`config.mk`:
```
export PLATFORM = sky130hd
export DESIGN_NAME = fir2p_core
export DESIGN_NICKNAME = d
export VERILOG_FILES = /design/src/rtl/fir2p_pkg.sv /design/src/rtl/fir2p_tapline.sv /design/src/rtl/fir2p_mac_lane.sv /design/src/rtl/fir2p_core.sv
export SDC_FILE = /design/constraint.sdc
export NUM_CORES = 1
export LEC_CHECK = 0
export ABC_AREA = 1
export CAP_MARGIN = 20
export CORE_UTILIZATION = 53
export DETAILED_ROUTE_END_ITERATION = 8
export PLACE_DENSITY = 0.7
export SLEW_MARGIN = 20
export SYNTH_ARGS = -nofsm -noshare
export SYNTH_HDL_FRONTEND = slang
export SYNTH_SLANG_ARGS = --single-unit
```
`constraint.sdc`:
```
create_clock -name clk -period 4.6 [get_ports clk]
set_input_delay 0.92 -clock clk [delete_from_list [all_inputs] [get_ports clk]]
set_output_delay 0.92 -clock clk [all_outputs]
set_load 0.02 [all_outputs]
```
`src/rtl/fir2p_pkg.sv`:
```
// Package fir2p_pkg
// Shared sample and product types for the two-lane FIR datapath.
// Assumes 8-bit two's complement samples and coefficients.
package fir2p_pkg;

    localparam int SAMPLE_W = 8;
    localparam int PROD_W   = 2 * SAMPLE_W;

    typedef logic signed [SAMPLE_W-1:0] sample_t;
    typedef logic signed [PROD_W-1:0]   prod_t;

    // Accumulator width: full product plus guard bits for ntaps terms.
    function automatic int acc_width(input int ntaps);
        return PROD_W + $clog2(ntaps);
    endfunction

endpackage

```
`src/rtl/fir2p_tapline.sv`:
```
// Module fir2p_tapline
// Holds the sample history and registers the tap window for one block.
// win_q[j] holds x(2k+1-j), j = 0..NTAPS, for the block accepted most recently.
// The history only shifts (by two) when a block is accepted.
// Assumes NTAPS >= 2.
module fir2p_tapline
    import fir2p_pkg::*;
#(
    parameter int NTAPS = 5
) (
    input  logic    clk,
    input  logic    rst_n,
    input  logic    in_valid,
    input  sample_t x_even,
    input  sample_t x_odd,
    output sample_t win_q [NTAPS+1]
);

    localparam int HIST = NTAPS - 1;

    sample_t hist_q [HIST];

    // History: hist_q[m] = x(2k+1-m) after the block holding x(2k+1) is taken.
    for (genvar m = 0; m < HIST; m++) begin : g_hist
        if (m == 0) begin : g_late
            // Newest entry takes the late-lane sample.
            always_ff @(posedge clk) begin
                if (!rst_n)        hist_q[m] <= '0;
                else if (in_valid) hist_q[m] <= x_odd;
            end
        end else if (m == 1) begin : g_early
            // Second entry takes the early-lane sample.
            always_ff @(posedge clk) begin
                if (!rst_n)        hist_q[m] <= '0;
                else if (in_valid) hist_q[m] <= x_even;
            end
        end else begin : g_shift
            // Older entries move two places per block.
            always_ff @(posedge clk) begin
                if (!rst_n)        hist_q[m] <= '0;
                else if (in_valid) hist_q[m] <= hist_q[m-2];
            end
        end
    end

    // Window: fresh block samples plus the history as it was before the block.
    for (genvar j = 0; j <= NTAPS; j++) begin : g_win
        if (j == 0) begin : g_w0
            // Window slot for x(2k+1).
            always_ff @(posedge clk) begin
                if (!rst_n)        win_q[j] <= '0;
                else if (in_valid) win_q[j] <= x_odd;
            end
        end else if (j == 1) begin : g_w1
            // Window slot for x(2k).
            always_ff @(posedge clk) begin
                if (!rst_n)        win_q[j] <= '0;
                else if (in_valid) win_q[j] <= x_even;
            end
        end else begin : g_wh
            // Window slot for x(2k+1-j) taken from history.
            always_ff @(posedge clk) begin
                if (!rst_n)        win_q[j] <= '0;
                else if (in_valid) win_q[j] <= hist_q[j-2];
            end
        end
    end

endmodule

```
`src/rtl/fir2p_mac_lane.sv`:
```
// Module fir2p_mac_lane
// One output lane: a registered multiply stage followed by a registered sum.
// taps[i] is the sample that multiplies coefficient i.
// Assumes enables come from the matching valid pipeline stages.
module fir2p_mac_lane
    import fir2p_pkg::*;
#(
    parameter int                        NTAPS = 5,
    parameter logic [NTAPS*SAMPLE_W-1:0] COEFS = '0,
    parameter int                        SW    = acc_width(NTAPS)
) (
    input  logic                 clk,
    input  logic                 rst_n,
    input  logic                 prod_en,
    input  logic                 sum_en,
    input  sample_t              taps [NTAPS],
    output logic signed [SW-1:0] y_q
);

    prod_t                prod_q [NTAPS];
    logic signed [SW-1:0] acc;

    for (genvar i = 0; i < NTAPS; i++) begin : g_mul
        localparam sample_t CI = sample_t'(COEFS[i*SAMPLE_W +: SAMPLE_W]);
        // Register one exact 16-bit product per tap.
        always_ff @(posedge clk) begin
            if (!rst_n)       prod_q[i] <= '0;
            else if (prod_en) prod_q[i] <= prod_t'(taps[i]) * prod_t'(CI);
        end
    end

    // Sign-extend and add every product at full width.
    always_comb begin
        acc = '0;
        for (int i = 0; i < NTAPS; i++) begin
            acc = acc + SW'(prod_q[i]);
        end
    end

    // Capture the sum; hold it while no result is due.
    always_ff @(posedge clk) begin
        if (!rst_n)      y_q <= '0;
        else if (sum_en) y_q <= acc;
    end

endmodule

```
`src/rtl/fir2p_core.sv`:
```
// Module fir2p_core
// Two-samples-per-clock FIR filter: a shared tap window feeds two MAC lanes.
// Three register stages: window, products, sums; out_valid follows them.
// Assumes NTAPS >= 2 and coefficients fixed at elaboration.
module fir2p_core
    import fir2p_pkg::*;
#(
    parameter int                        NTAPS = 5,
    parameter logic [NTAPS*SAMPLE_W-1:0] COEFS = {8'h7F, 8'h80, 8'h07, 8'hFB, 8'h03},
    localparam int                       SW    = acc_width(NTAPS)
) (
    input  logic                clk,
    input  logic                rst_n,
    input  logic                in_valid,
    input  logic [SAMPLE_W-1:0] x_even,
    input  logic [SAMPLE_W-1:0] x_odd,
    output logic                out_valid,
    output logic [SW-1:0]       y_even,
    output logic [SW-1:0]       y_odd
);

    localparam int STAGES = 3;

    sample_t                win_q [NTAPS+1];
    logic [STAGES-1:0]      vld_q;
    logic signed [SW-1:0]   y_lane [2];

    fir2p_tapline #(.NTAPS(NTAPS)) u_tapline (
        .clk      (clk),
        .rst_n    (rst_n),
        .in_valid (in_valid),
        .x_even   (sample_t'(x_even)),
        .x_odd    (sample_t'(x_odd)),
        .win_q    (win_q)
    );

    // Valid pipeline, one bit per datapath register stage.
    always_ff @(posedge clk) begin
        if (!rst_n) vld_q <= '0;
        else        vld_q <= {vld_q[STAGES-2:0], in_valid};
    end

    // Lane 0 starts at x(2k) (window slot 1), lane 1 at x(2k+1) (slot 0).
    for (genvar l = 0; l < 2; l++) begin : g_lane
        localparam int OFF = (l == 0) ? 1 : 0;
        sample_t taps [NTAPS];
        for (genvar i = 0; i < NTAPS; i++) begin : g_tap
            assign taps[i] = win_q[i + OFF];
        end
        fir2p_mac_lane #(.NTAPS(NTAPS), .COEFS(COEFS), .SW(SW)) u_lane (
            .clk     (clk),
            .rst_n   (rst_n),
            .prod_en (vld_q[0]),
            .sum_en  (vld_q[1]),
            .taps    (taps),
            .y_q     (y_lane[l])
        );
    end

    assign y_even    = y_lane[0];
    assign y_odd     = y_lane[1];
    assign out_valid = vld_q[STAGES-1];

endmodule

```
# == After elaboration in Yosys (flattened, before gate mapping) ==
# Memory sizes are Yosys's and may differ from the RTL's. A register that Yosys moved wholly into a read port is not among the register bits.
# Cells that the tools add are included.
# op_classes
add_sub_neg,10
mul,8
n_mux,21
bitwise,14
reduce_logical,2
# op_table
cell,count
2-to-1 mux 16 bit,10
adder 19 x 16 -> 19 bit,4
"multiplier 8 x 4 -> 12 bit, second input constant",4
adder 17 x 16 -> 18 bit,2
adder 16 x 16 -> 17 bit,2
"multiplier 8 x 8 -> 16 bit, second input constant",2
2-to-1 mux 8 bit,4
"multiplier 8 x 3 -> 11 bit, second input constant",2
negator 8 -> 9 bit,2
OR 1 bit,14
2-to-1 mux 1 bit,7
zero test 1 bit,2
# totals
ff_bits,73
ramBits,192
out_inout_bits,39
elab_cells,65
n_memories,3
# mem_list
memory,words,width,read_ports,rd_ports_with_merged_regs,wr,line_no,text
g_lane[0].u_lane.prod_q,5,16,5,0,5,fir2p_mac_lane.sv:20,prod_t prod_q [NTAPS];
g_lane[1].u_lane.prod_q,5,16,5,0,5,fir2p_mac_lane.sv:20,
u_tapline.hist_q,4,8,4,2,4,fir2p_tapline.sv:21,sample_t hist_q [HIST];

# == Logic depth before layout (Yosys ltp) ==
# Gate-level depths: netlist of run 1.
# An unclocked memory read counts as a cell.
# depth
depth_word,5
ltp_mapped,28
ltp_nobuf,28

# == Hierarchy ==
# Synthesis of run 1 repeated with hierarchy kept, for this count alone.
# unflattened
cells_unflattened,2507
area_unflattened_um2,20851.2
# by_module_without_submodules
mod,n_inst,cells_each,area_per_inst_um2,seq_area_each_um2
fir2p_mac_lane (g_lane[0].u_lane),1,1115,8983.6,2182.1
fir2p_mac_lane (g_lane[1].u_lane),1,1104,8948.6,2182.1
fir2p_tapline,1,279,2836.5,1921.8
fir2p_core,1,9,82.6,60.1

# == Worst setup path before layout of run 1 ==
# Ideal clock, no wire load.
# synth_path
path_kind,reg-to-reg
start,register u_tapline.win_q[15] in the netlist's numbering (read register of u_tapline.hist_q)
end,memory g_lane[1].u_lane.prod_q[4][14] in the netlist's numbering (data pin)
setup_ps,253
arrival_time_ps,3672
required_ps,4347
path_slack_ps,676
stages_incl_launch_ff,16
path_buffers,0
path_cell_list,dfxtp_1 -> inv_2 -> ha_1 -> xor2_1 -> fa_1 -> inv_1 -> fa_1 -> inv_1 -> fa_1 -> ha_1 -> a21oi_1 -> nor2_1 -> a211oi_1 -> nand3_1 -> nor2_1 -> nor2_1
# synth_lines
item,line_no,text
from (decl),fir2p_tapline.sv:16,output sample_t win_q [NTAPS+1]
to (decl),fir2p_mac_lane.sv:20,

==> qor.yml, run 1 <==
status: "complete, no violations"
timing.setup.tns_ns: 0
rrSetupSlack_ns: 0.35
die_area_um2: 38500
grt_pass1_wl_um: 74400
hold_violations: 0
cts_hold_buf: 0
cts_tree: "built"
clkLatencyLatePin_ns: 0.57
setup_viol: 0
first_global_vias: 14899
synth.avg_cell_area_um2: 8.47
area.sequential_um2: 6080
slew_violations: 0
portBuffers: 57
min_path_type: "register to register"
synth.distinct_cells: 46
whs_path_depth: 2
crit_top_cell: "inv_1"
yosysTopAreaCellShare_pct: 21.5
r2r_cells: 16
slowest_delay_ns: 0.58
hold_end: "u_tapline.win_q[2]$_SDFFE_PN0P_"
n_fill_cell: 3243
vias_per_cell: 5.14
fmax_ghz: 0.235
drtIter0Drc: 907
worstMarginPinSlew_ns: 0.732
dp_hpwl_um: 36400
antenna_found_initial: 3
hold_start: "u_tapline.hist_q[3][2]$_SDFFCE_PN0P_"
period_share_pct: 92.5
drt-pass1-iter-count: 5
ys.flop_type: "edfxtp_1"
worst_clock_skew_ns: 0.0308
max_slew_margin_pct: 51.2
numCtsBuffers: 28
netlist_area_um2: 20000
max_cap_violations: 0
worstPathCellList: "inv_1 > ha_1 > xor2_1 > fa_1 > inv_1 > fa_1 > inv_1 > fa_1 > ha_1 > nand2_1 > inv_1 > a21oi_1 > o211ai_1 > nand2_1 > nand2_1 > nor2_1"
routed_wl_um: 45300
clk_path_buf_depth: 3
crit_type: "register to register"
reg2reg_to: "g_lane[1].u_lane.prod_q[4][15]$_SDFFCE_PN0P_"
yosysMostFrequentCell: "inv_1"
syn2layout_area_growth_pct: 10.4
yosys-top-cells-area: "edfxtp_1, ha_1, fa_1"
multi_input_area_um2: 11800
synth_common_cells: "inv_1, nand2_1, ha_1"
cp-end-kind: "register"
cts.htree.levels: 1
power_leakage_nw: 11.1
netlist_instances: 2360
wl_per_cell_um: 15.4
crit_path_top_delay_cell: "dfxtp_1"
route.detailed.drc: 0
dpl-instance-area_um2: 21100
grt_overflow: 0
grt_max_degree: 112
root_buffer: "clkbuf_16"
grt_usage_pct: 24.2
core_um2: 36900
ys_ff_latch: 232
ios: 58
rsz0062_at_grt: "false"
cts_resized: 0
gp_congestion: 0.901
holdWs_ns: 0.443
fin_crit_ns: 4.25
antenna_cells: 0
placed_cells: 2894
cp.arrival_ns: 4.56
clock_sinks: 232
critPathMaxFanout: 10
finish.net_count: 2839
critPathLaunchType: "register"
rows: 70
r2r-start: "u_tapline.win_q[14]$_SDFFE_PN0P_"
die_h_um: 196
synth_edf_count: 143
p_per_area_nw_per_um2: 375
final_cells: 2946
cp.required_ns: 4.91
syn-num-nets: 2779
yosys.area.top_type: "edfxtp_1"
routed-via-count: 15139
total_power_w: 0.00829
antenna_left: 0
drive_gt1_share_pct: 4.34
synth_seq_area_share_pct: 30.4
cts.clk_slew.worst_paths_ns: 0.06
fin_area_um2: 22100
ys_async_sr_fraction_pct: 0
initial_core_util_pct: 54.2
fp.dieW_um: 196
yosys_warnings: 0
cts_setup_buffers: 0
peakVddDrop_v: 0.000293
-- layout by cell type (no fill, tap or decap), types with 3 or more instances in the layout --
cell type,count
a211oi_1,4
a21boi_0,3
a21o_1,7
a21oi_1,147
a22oi_1,3
a31oi_1,4
and2_1,4
buf_12,3
buf_4,10
bufinv_16,4
clkbuf_1,5
clkbuf_16,28
clkdlybuf4s50_1,57
clkinv_1,4
clkinv_2,8
dfxtp_1,88
edfxtp_1,143
fa_1,140
ha_1,260
inv_1,494
inv_2,5
nand2_1,351
nand2_2,4
nand3_1,106
nand3_2,3
nand4_1,15
nor2_1,251
nor3_1,18
o211ai_1,7
o21a_1,10
o21ai_0,109
o21ai_1,4
o21ai_2,6
o21bai_1,8
o22ai_1,24
o22ai_2,10
or2_2,9
xnor2_1,21
xor2_1,45
-- metrics by stage --
step           worst slack, ns  util, %
3_3_place_gp             0.455     57.3
4_1_cts                  0.334     59.9
6_report                 0.346     59.9
3_5_place_dp             0.373     57.3
2_1_floorplan            0.676        -
5_1_grt                 0.0511     59.9
-- registers in the layout, summed over array words and instances, names as in the netlist --
name and count:
u_tapline.hist_q 32, g_lane.u_lane.prod_q 111, vld_q 3, u_tapline.win_q 48, g_lane.u_lane.y_q 38
-- layer usage --
metal | wire length, µm | track usage [%] | share of wire [%]
met5 | 13 | 0 | 0.029
met4 | 1750 | 9.32 | 3.9
met3 | 2050 | 2.82 | 4.5
met2 | 20400 | 39.0 | 45
met1 | 21000 | 33.5 | 46
-- critical path, delay by kind of cell, from the launching register on --
kind	cells	cell delay, ns
and+or+nand+nor	4	0.28
adders and majority gates	5	2.24
DFF	1	0.58
buffers and inverters	4	0.45
xor gates and xnor gates	1	0.17
AOI/OAI and AO/OA	2	0.27
-- where the power goes --
| group | leakage [nW] | internal (W) | switching (W) |
|---|---|---|---|
| registers | 2.27 | 0.00236 | 0.000110 |
| clock network | 0.458 | 0.00135 | 0.000918 |
| logic | 8.40 | 0.00130 | 0.00225 |
-- logic make-up after synthesis --
family / count (synthesis) / share of synthesized area [%]
buf+inv: 542 / 10.4
compound gates: 349 / 10.0
flops: 232 / 30.4
fa+ha+maj: 400 / 30.3
xor+xnor: 68 / 3.05
simple gates: 769 / 15.8
-- worst max-delay path by stage --
stage	endpoint	from	slack, ns
after CTS	g_lane[1].u_lane.prod_q[4][15]$_SDFFCE_PN0P_	u_tapline.win_q[14]$_SDFFE_PN0P_	0.33
after detailed placement	g_lane[1].u_lane.prod_q[4][15]$_SDFFCE_PN0P_	u_tapline.win_q[14]$_SDFFE_PN0P_	0.37
after global placement	g_lane[1].u_lane.prod_q[4][15]$_SDFFCE_PN0P_	u_tapline.win_q[14]$_SDFFE_PN0P_	0.46
after global routing	g_lane[1].u_lane.prod_q[4][13]$_SDFFCE_PN0P_	u_tapline.win_q[14]$_SDFFE_PN0P_	0.05
after floorplan	g_lane[1].u_lane.prod_q[4][14]$_SDFFCE_PN0P_	u_tapline.win_q[15]$_SDFFE_PN0P_	0.68
final	g_lane[1].u_lane.prod_q[4][15]$_SDFFCE_PN0P_	u_tapline.win_q[14]$_SDFFE_PN0P_	0.35
-- final cells by class --
class	instances	area share [%]
Clock buffer	33	3.26
Clock inverter	19	0.980
Tap cell	504	2.86
Inverter	502	8.54
Multi-Input combinational cell	1586	53.6
Sequential cell	232	27.5
Timing Repair Buffer	70	3.20
Note: power is estimated with default switching activity, not from simulation.
==> inputs of run 2 (changes only) <==
Settings changed: GPL_ROUTABILITY_DRIVEN from default to 0, SKIP_LAST_GASP from default to 1.
Clock period 4.6 ns to 4.8 ns, I/O delays scaled along.
==> qor.yml, run 2 (synthesized netlist as in run 1, its figures left out) <==
clkLatencyLatePin_ns: 0.56  # was 0.57 ns
min_path_type: "register to register"  # unchanged
crit_top_cell: "inv_1"  # unchanged
combPwrFrac_pct: 43.6  # was 42.8%
final_cells: 2942  # was 2946
clk_path_buf_depth: 3  # unchanged
p_int_w: 0.00469  # was 0.00500 W
max_slew_margin_pct: 29.1  # was 51.2%
fmax_ghz: 0.231  # was 0.235 GHz
regMostFlops: "g_lane.u_lane.prod_q"  # unchanged
rrSetupSlack_ns: 0.48  # was 0.35 ns
rows: 70  # unchanged
cp_num_buf_inv: 4  # unchanged
r2r-start: "u_tapline.win_q[14]$_SDFFE_PN0P_"  # unchanged
path_delay_family: "adder cells"  # unchanged
peakVddDrop_v: 0.000285  # was 0.000293 V
total_power_w: 0.00780  # was 0.00829 W
seqPwrFrac_pct: 30.3  # was 29.8%
max_cap_violations: 0  # unchanged
slew_violations: 0  # unchanged
antenna_left: 0  # unchanged
numCtsBuffers: 27  # was 28
grt_pass1_wl_um: 74200  # was 74400 µm
crit_type: "register to register"  # unchanged
root_buffer: "clkbuf_16"  # unchanged
holdWs_ns: 0.454  # was 0.443 ns
hold_start: "u_tapline.hist_q[3][7]$_SDFFCE_PN0P_"  # was u_tapline.hist_q[3][2]$_SDFFCE_PN0P_
dp_hpwl_um: 36300  # was 36400 µm
clock_sinks: 232  # unchanged
cts_tree: "built"  # unchanged
cts_setup_buffers: 0  # unchanged
core_um2: 36900  # unchanged
cp.required_ns: 5.11  # was 4.91 ns
reg2reg_to: "g_lane[1].u_lane.prod_q[4][15]$_SDFFCE_PN0P_"  # unchanged
vias_per_cell: 5.18  # was 5.14
cp_num_cells: 16  # unchanged
ios: 58  # unchanged
r2r_cells: 16  # unchanged
routed-via-count: 15241  # was 15139
route.detailed.drc: 0  # unchanged
critPathMaxFanout: 10  # unchanged
first_global_vias: 15011  # was 14899
power_switching_w: 0.00311  # was 0.00328 W
die_h_um: 196  # unchanged
placed_cells: 2893  # was 2894
fin_crit_ns: 4.32  # was 4.25 ns
setup_slack_ns: 0.480  # was 0.346 ns
rsz0062_at_grt: "false"  # unchanged
worstMarginPinSlew_ns: 1.06  # was 0.732 ns
power.share.clock_pct: 26.1  # was 27.3%
hold_violations: 0  # unchanged
grt_max_degree: 65  # was 112
antenna_cells: 0  # unchanged
syn2layout_area_growth_pct: 10.0  # was 10.4%
grt_overflow: 0  # unchanged
switching_share_pct: 39.9  # was 39.6%
period_share_pct: 90.0  # was 92.5%
setup_viol: 0  # unchanged
cts_hold_buf: 0  # unchanged
initial_core_util_pct: 54.2  # unchanged
top_regs: "g_lane.u_lane.prod_q: 111 flops, u_tapline.win_q: 48 flops, g_lane.u_lane.y_q: 38 flops"  # unchanged
worstPathCellList: "inv_1 > ha_1 > xor2_1 > fa_1 > inv_1 > fa_1 > inv_1 > fa_1 > ha_1 > nand2_1 > inv_1 > a21oi_1 > o211ai_1 > nand2_1 > nand2_1 > nor2_1"  # unchanged
status: "complete, no violations"  # unchanged
drt-pass1-iter-count: 5  # unchanged
cts_resized: 0  # unchanged
fp.dieW_um: 196  # unchanged
cp.arrival_ns: 4.63  # was 4.56 ns
place_worst_setup_slack_ns: 0.526  # was 0.373 ns
timing.setup.tns_ns: 0  # unchanged
routed_wl_um: 44800  # was 45300 µm
critPathLaunch: "u_tapline.win_q[14]$_SDFFE_PN0P_"  # unchanged
die_area_um2: 38500  # unchanged
portBuffers: 57  # unchanged
worst_clock_skew_ns: 0.0214  # was 0.0308 ns
p_per_area_nw_per_um2: 354  # was 375 nW/µm²
final_common_cell: "inv_1"  # unchanged
finish.net_count: 2837  # was 2839
largest_reg_flops: 111  # unchanged
drtIter0Drc: 995  # was 907
cts.htree.levels: 1  # unchanged
slowest_delay_ns: 0.58  # about the same
wl_per_cell_um: 15.2  # was 15.4 µm
cp-end-kind: "register"  # unchanged
grt_usage_pct: 23.8  # was 24.2%
critPathLaunchType: "register"  # unchanged
cts.clk_slew.worst_paths_ns: 0.07  # was 0.06 ns
crit_path_top_delay_cell: "dfxtp_1"  # unchanged
antenna_found_initial: 0  # was 3
power_leakage_nw: 11.1  # about the same
drive_gt1_share_pct: 4.10  # was 4.34%
layout_common_cells: "inv_1, nand2_1, ha_1, nor2_1, a21oi_1"  # unchanged
crit_path_end: "g_lane[1].u_lane.prod_q[4][15]$_SDFFCE_PN0P_"  # unchanged
run 2: final cells by class:
cell class / count / area (µm²)
timing repair buffer: 69 / 698
multi-input combinational: 1586 / 11800
clock buffer: 35 / 737
inverter: 502 / 1890
tap: 504 / 631
sequential: 232 / 6080
clock inverter: 14 / 131
fill: 3229 / 14900
run 2: power groups by stage:
| stage | sequential (W) | combinational [W] | clock (W) |
|---|---|---|---|
| CTS | 0.00237 | 0.00338 | 0.00206 |
| detailed placement | 0.00241 | 0.00335 | 0 |
| floorplan | 0.00240 | 0.00254 | 0 |
| global placement | 0.00241 | 0.00328 | 0 |
| finish | 0.00237 | 0.00340 | 0.00204 |
| global route | 0.00238 | 0.00386 | 0.00214 |
run 2: worst min path at each step:
stage          slack, ns                               to  depth (start not counted)
3_3_place_gp        0.44  u_tapline.win_q[9]$_SDFFE_PN0P_                          2
3_5_place_dp        0.44  u_tapline.win_q[7]$_SDFFE_PN0P_                          2
2_1_floorplan       0.42  u_tapline.win_q[0]$_SDFFE_PN0P_                          2
4_1_cts             0.45  u_tapline.win_q[7]$_SDFFE_PN0P_                          2
5_1_grt             0.48  u_tapline.win_q[1]$_SDFFE_PN0P_                          2
6_report            0.45  u_tapline.win_q[7]$_SDFFE_PN0P_                          2
run 2: routing by layer:
layer / global-route usage, % / wire length [µm]
met1: 32.8 / 20900
met2: 39.3 / 20400
met3: 2.89 / 2280
met4: 7.09 / 1290
met5: 0 / 0
run 2: worst register-to-register path, delay by kind of cell, from the launching register on:
kind,cells,cell delay [ns]
AOI/OAI and AO/OA,2,0.29
buffers and inverters,4,0.45
DFF,1,0.58
xor gates and xnor gates,1,0.17
and+or+nand+nor,4,0.30
adders and majority gates,5,2.28
run 2: stage by stage:
| stage | cell area, µm² | util (%) |
|---|---|---|
| floorplan | 20000 | - |
| global placement | 21100 | 57.3 |
| detailed placement | 21100 | 57.3 |
| CTS | 22000 | 59.7 |
| global route | 22000 | 59.7 |
| finish | 22000 | 59.7 |
